`config.mk`:
```
export PLATFORM = sky130hd
export DESIGN_NAME = hz_fwd_unit
export DESIGN_NICKNAME = d
export VERILOG_FILES = /design/src/rtl/hz_pkg.sv /design/src/rtl/hz_fwd_sel.sv /design/src/rtl/hz_operand_mux.sv /design/src/rtl/hz_loaduse_detect.sv /design/src/rtl/hz_fwd_unit.sv
export SDC_FILE = /design/constraint.sdc
export NUM_CORES = 1
export LEC_CHECK = 0
export BUFFER_PORTS_ARGS = -buffer_cell sky130_fd_sc_hd__buf_2
export CAP_MARGIN = 20
export CORE_AREA = 2 2 91 93
export DETAILED_ROUTE_END_ITERATION = 16
export DIE_AREA = 0 0 93 95
export GPL_TIMING_DRIVEN = 0
export PLACE_DENSITY = 0.77
export SETUP_SLACK_MARGIN = 0.15
export SYNTH_ARGS = -nofsm -noshare
export SYNTH_HDL_FRONTEND = slang
export SYNTH_SLANG_ARGS = --single-unit
export TNS_END_PERCENT = 30
```
`constraint.sdc`:
```
create_clock -name vclk -period 1.5
set_input_delay 0.15 -clock vclk [all_inputs]
set_output_delay 0.15 -clock vclk [all_outputs]
set_load 0.02 [all_outputs]
```
`src/rtl/hz_pkg.sv`:
```
package hz_pkg;
  typedef enum logic [1:0] {
    SRC_RF  = 2'b00,
    SRC_EXM = 2'b01,
    SRC_MWB = 2'b10
  } fwd_src_e;
endpackage

```
`src/rtl/hz_fwd_sel.sv`:
```
module hz_fwd_sel
  import hz_pkg::*;
#(
  parameter int AW = 5
) (
  input  logic [AW-1:0] src,
  input  logic [AW-1:0] exm_dst,
  input  logic          exm_we,
  input  logic [AW-1:0] mwb_dst,
  input  logic          mwb_we,
  output fwd_src_e      sel
);
  logic exm_hit, mwb_hit;

  assign exm_hit = exm_we && (exm_dst != '0) && (exm_dst == src);
  assign mwb_hit = mwb_we && (mwb_dst != '0) && (mwb_dst == src);

  // younger producer takes priority
  always_comb begin
    if (exm_hit)      sel = SRC_EXM;
    else if (mwb_hit) sel = SRC_MWB;
    else              sel = SRC_RF;
  end
endmodule

```
`src/rtl/hz_operand_mux.sv`:
```
module hz_operand_mux
  import hz_pkg::*;
#(
  parameter int XLEN = 32
) (
  input  fwd_src_e        sel,
  input  logic [XLEN-1:0] rf_val,
  input  logic [XLEN-1:0] exm_val,
  input  logic [XLEN-1:0] mwb_val,
  output logic [XLEN-1:0] opnd
);
  always_comb begin
    unique case (sel)
      SRC_EXM: opnd = exm_val;
      SRC_MWB: opnd = mwb_val;
      default: opnd = rf_val;
    endcase
  end
endmodule

```
`src/rtl/hz_loaduse_detect.sv`:
```
module hz_loaduse_detect #(
  parameter int AW = 5
) (
  input  logic [AW-1:0] idex_dst,
  input  logic          idex_load,
  input  logic [AW-1:0] dec_src_a,
  input  logic [AW-1:0] dec_src_b,
  output logic          hold_front,
  output logic          bubble_idex
);
  logic dst_live, src_match, hazard;

  assign dst_live  = idex_load && (idex_dst != '0);
  assign src_match = (idex_dst == dec_src_a) || (idex_dst == dec_src_b);
  assign hazard    = dst_live && src_match;

  assign hold_front  = hazard;
  assign bubble_idex = hazard;
endmodule

```
`src/rtl/hz_fwd_unit.sv`:
```
module hz_fwd_unit
  import hz_pkg::*;
#(
  parameter int XLEN = 32,
  parameter int AW   = 5
) (
  input  logic [AW-1:0]   ex_src_a,
  input  logic [AW-1:0]   ex_src_b,
  input  logic [XLEN-1:0] rf_val_a,
  input  logic [XLEN-1:0] rf_val_b,
  input  logic [AW-1:0]   exm_dst,
  input  logic            exm_we,
  input  logic [XLEN-1:0] exm_val,
  input  logic [AW-1:0]   mwb_dst,
  input  logic            mwb_we,
  input  logic [XLEN-1:0] mwb_val,
  input  logic [AW-1:0]   dec_src_a,
  input  logic [AW-1:0]   dec_src_b,
  input  logic [AW-1:0]   idex_dst,
  input  logic            idex_load,
  output logic [1:0]      sel_a,
  output logic [1:0]      sel_b,
  output logic [XLEN-1:0] opnd_a,
  output logic [XLEN-1:0] opnd_b,
  output logic            hold_front,
  output logic            bubble_idex
);
  localparam int NOPND = 2;

  logic [AW-1:0]   src_arr  [NOPND];
  logic [XLEN-1:0] rf_arr   [NOPND];
  logic [XLEN-1:0] opnd_arr [NOPND];
  fwd_src_e        sel_arr  [NOPND];

  assign src_arr[0] = ex_src_a;
  assign src_arr[1] = ex_src_b;
  assign rf_arr[0]  = rf_val_a;
  assign rf_arr[1]  = rf_val_b;

  for (genvar g = 0; g < NOPND; g++) begin : g_opnd
    hz_fwd_sel #(.AW(AW)) i_sel (
      .src     (src_arr[g]),
      .exm_dst (exm_dst),
      .exm_we  (exm_we),
      .mwb_dst (mwb_dst),
      .mwb_we  (mwb_we),
      .sel     (sel_arr[g])
    );

    hz_operand_mux #(.XLEN(XLEN)) i_mux (
      .sel     (sel_arr[g]),
      .rf_val  (rf_arr[g]),
      .exm_val (exm_val),
      .mwb_val (mwb_val),
      .opnd    (opnd_arr[g])
    );
  end

  assign sel_a  = sel_arr[0];
  assign sel_b  = sel_arr[1];
  assign opnd_a = opnd_arr[0];
  assign opnd_b = opnd_arr[1];

  hz_loaduse_detect #(.AW(AW)) i_lu (
    .idex_dst    (idex_dst),
    .idex_load   (idex_load),
    .dec_src_a   (dec_src_a),
    .dec_src_b   (dec_src_b),
    .hold_front  (hold_front),
    .bubble_idex (bubble_idex)
  );
endmodule

```
==> impl_metrics.csv <==
group,metric,value,unit
detailed_routing,drtAntennaViolNets,0,
layout,antennaDiodeCount,0,
setup_path,critPathMostFrequentCell,"buf_2",
placed_design,io_buffers,236,
layout,multi_input_area,0.002870,mm2
detailed_routing,initialDrtViolationCount,280,
grt,grt_pass1_wl,21.78,mm
synth,synth_largest_area_cell,"o31ai_1",
detailed_routing,wl_met3,1.310,mm
cts,cts_hold_buffers,0,
synth,syn_avg_cell_area,6.076,um2
pwr,internal-power,743.9,uW
synth,synth_cells,411,
detailed_routing,routed_wirelength,15.01,mm
setup_path,path_max_fanout,10,
detailed_routing,drt-met1-wl,5.504,mm
flow_run,drv_cap,0,
grt,grt_usage,0.3036,
setup_path,crit_chain,"buf_2, xnor2_1, nand3_2, buf_6, buf_2, buf_2, o31ai_1, a31oi_2, buf_4",
synth,yosysTopAreaCellShare,0.1894,
outcome,status,"finished with violations",
sta,rsz0062_at_grt,"yes",
setup_path,crit_path_end_kind,"primary output",
detailed_routing,num_vias,4691,
setup_path,cp.arrival,1.90,ns
setup_path,max_stage_delay,0.39,ns
pwr,pwr-share-seq,0,
die,io_pins,236,
setup_path,crit_end,"opnd_b[19]",
pwr,pwr-share-comb,1.000,
placed_design,place_hpwl,11.15,mm
detailed_routing,wl_per_cell,19.54,um
layout,area_delta_synth_final,109.9,%
die,start_util,0.3150,
sta,worstMarginPinSlew,0.5110,ns
sta,period_needed,2.049,ns
setup_path,crit_path_start,"mwb_dst[2]",
outcome,violations,"negative setup slack",
sta,clock.fmax,0.4880,GHz
die,die-area,0.008835,mm2
setup_path,slowest_stage,"o31ai_1",
die,die-width,93,um
sta,hold_viol_final,0,
sta,layout_setup_ws,-0.5491,ns
detailed_routing,drc_errors,0,
pwr,switching_share,0.5864,
synth,synth_area,0.002497,mm2
synth,ys_seq_area_frac,0,
min_path,hold_class,"primary input to primary output",
layout,fillers,687,
sta,drv_slew,0,
die,die-height,95,um
synth,syn-num-nets,577,
layout,clkbuf_count,0,
die,core_area,0.007928,mm2
sta,setup_tns,-30.84,ns
detailed_routing,drt_pre_antenna_iters,7,
setup_path,crit_type,"primary input to primary output",
layout,layout-drive-gt1-share,0.6561,
synth,ys_types,28,
die,fp-row-count,33,
layout,regArea,0,um2
placed_design,routabilityCongestion,0.9544,
synth,yosysWarnings,0,
grt,grt_pass1_vias,4506,
setup_path,start_kind,"primary input",
sta,fin_crit_sh,1.366,
layout,design.seq.count,0,
detailed_routing,wl_met2,7.697,mm
grt,grt_max_degree,11,
sta,slew_headroom,0.6593,
layout,final_nets,831,
pwr,p_leak,2.080,nW
sta,hold_slack,0.6495,ns
detailed_routing,viasPerCell,6.108,
detailed_routing,top_layer_used,"met4",
grt,gr-total-overflow,0,
pwr,finalPower,1.799,mW
synth,yosys-top-cells-area,"o31ai_1 (19%), a31oi_1 (16%), nor3_1 (13%)",
pwr,power_frac_clock,0,
min_path,hold_start,"idex_load",
pwr,ir_drop,0.2126,mV
pwr,p_switching,1.055,mW
sta,setup_viol,68,
pwr,power_density,343.2,mW/mm2
grt,antenna_found_initial,0,
setup_path,required,1.35,ns
## per-stage QoR
stage	util	setup slack, ns	cell area, um2	cells
3_5_place_dp	0.5341	-0.8669	4234	752
4_1_cts	0.6067	-0.5325	4810	761
5_1_grt	0.6611	-0.6010	5241	768
6_report	0.6611	-0.5491	5241	768
3_3_place_gp	0.5341	-0.8553	4234	752
2_1_floorplan	-	-0.2574	2922	411
## area by class of cell
cell class,count,area share
inverters,35,0.02602
multi-input cells,311,0.5476
well taps,105,0.02507
plain buffers,65,0.1096
repair buffers,252,0.2917
## kinds of logic (layout without fill, tap and decap cells)
family,Yosys count,in the layout,synth area share
buf+inv,100,352,0.1648
compound gates,134,134,0.3752
simple gates,147,147,0.3547
xor+xnor,30,30,0.1052
## layout by cell type, fill, tap and decap left out, types with 2 or more instances in the layout
cell | Yosys | final
o31a_1 | 2 | 2
clkbuf_4 | 0 | 6
xnor2_1 | 19 | 19
nor4_4 | 0 | 3
clkbuf_16 | 0 | 2
buf_6 | 0 | 15
o31ai_1 | 63 | 18
nor3_2 | 0 | 2
inv_1 | 33 | 33
buf_12 | 0 | 3
or3_1 | 2 | 2
o31ai_4 | 0 | 6
or4_4 | 1 | 3
clkbuf_2 | 0 | 14
or2_1 | 2 | 2
clkbuf_8 | 0 | 4
buf_4 | 3 | 67
a31oi_2 | 0 | 61
inv_4 | 0 | 2
or4_1 | 32 | 30
buf_2 | 20 | 184
nand3_1 | 3 | 2
o31ai_2 | 0 | 39
nor3_1 | 66 | 63
buf_8 | 0 | 11
clkbuf_1 | 40 | 10
o211ai_4 | 0 | 2
xor2_1 | 11 | 9
xor2_2 | 0 | 2
nand4_1 | 34 | 34
## repair_timing
action	in CTS	in global routing
setup endpoints to repair	70	70
setup buffers	8	5
resized for setup	150	103
cloned	1	2
pin swaps	12	19
## synth_stat cells
cell	n
buf_1	2
nor3_1	66
buf_4	3
a31oi_1	63
xnor2_1	19
inv_1	33
or3_1	2
inv_2	2
a21boi_1	1
o211ai_2	2
buf_2	20
a21oi_1	1
xor2_1	11
or4_1	32
or2_2	1
or4_4	1
or2_1	2
nor4_1	2
nand2_1	1
o31ai_1	63
a21bo_2	1
nand4_1	34
nor4_2	2
clkbuf_1	40
nor2_1	1
o31a_1	2
o21ai_0	1
nand3_1	3
## routing by layer
metal | vias up | GRT usage
met3 | 46 | 0.03432
met2 | 345 | 0.5743
li1 | 2135 | -
met4 | 0 | 0.1201
met1 | 2165 | 0.3465
met5 | - | 0
## power groups by stage
stage          registers (mW)  logic [mW]  clock network, mW
4_1_cts                     0        1.61                  0
2_1_floorplan               0       0.809                  0
5_1_grt                     0        1.90                  0
6_report                    0        1.80                  0
3_5_place_dp                0        1.41                  0
3_3_place_gp                0        1.38                  0
## critical path: cells and delay by family
family / cells / cell delay [ns]
buffers and inverters: 5 / 0.87
XOR/XNOR: 1 / 0.18
AO/OA/AOI/OAI: 2 / 0.55
AND/OR/NAND/NOR: 1 / 0.15
## how the worst min path moves through the flow
stage                        to  cells after the start
global route        bubble_idex                      4
detailed placement  bubble_idex                      4
floorplan           bubble_idex                      2
global placement    bubble_idex                      4
CTS                 bubble_idex                      4
finish              bubble_idex                      4
Power figures use the tool's default switching activity.
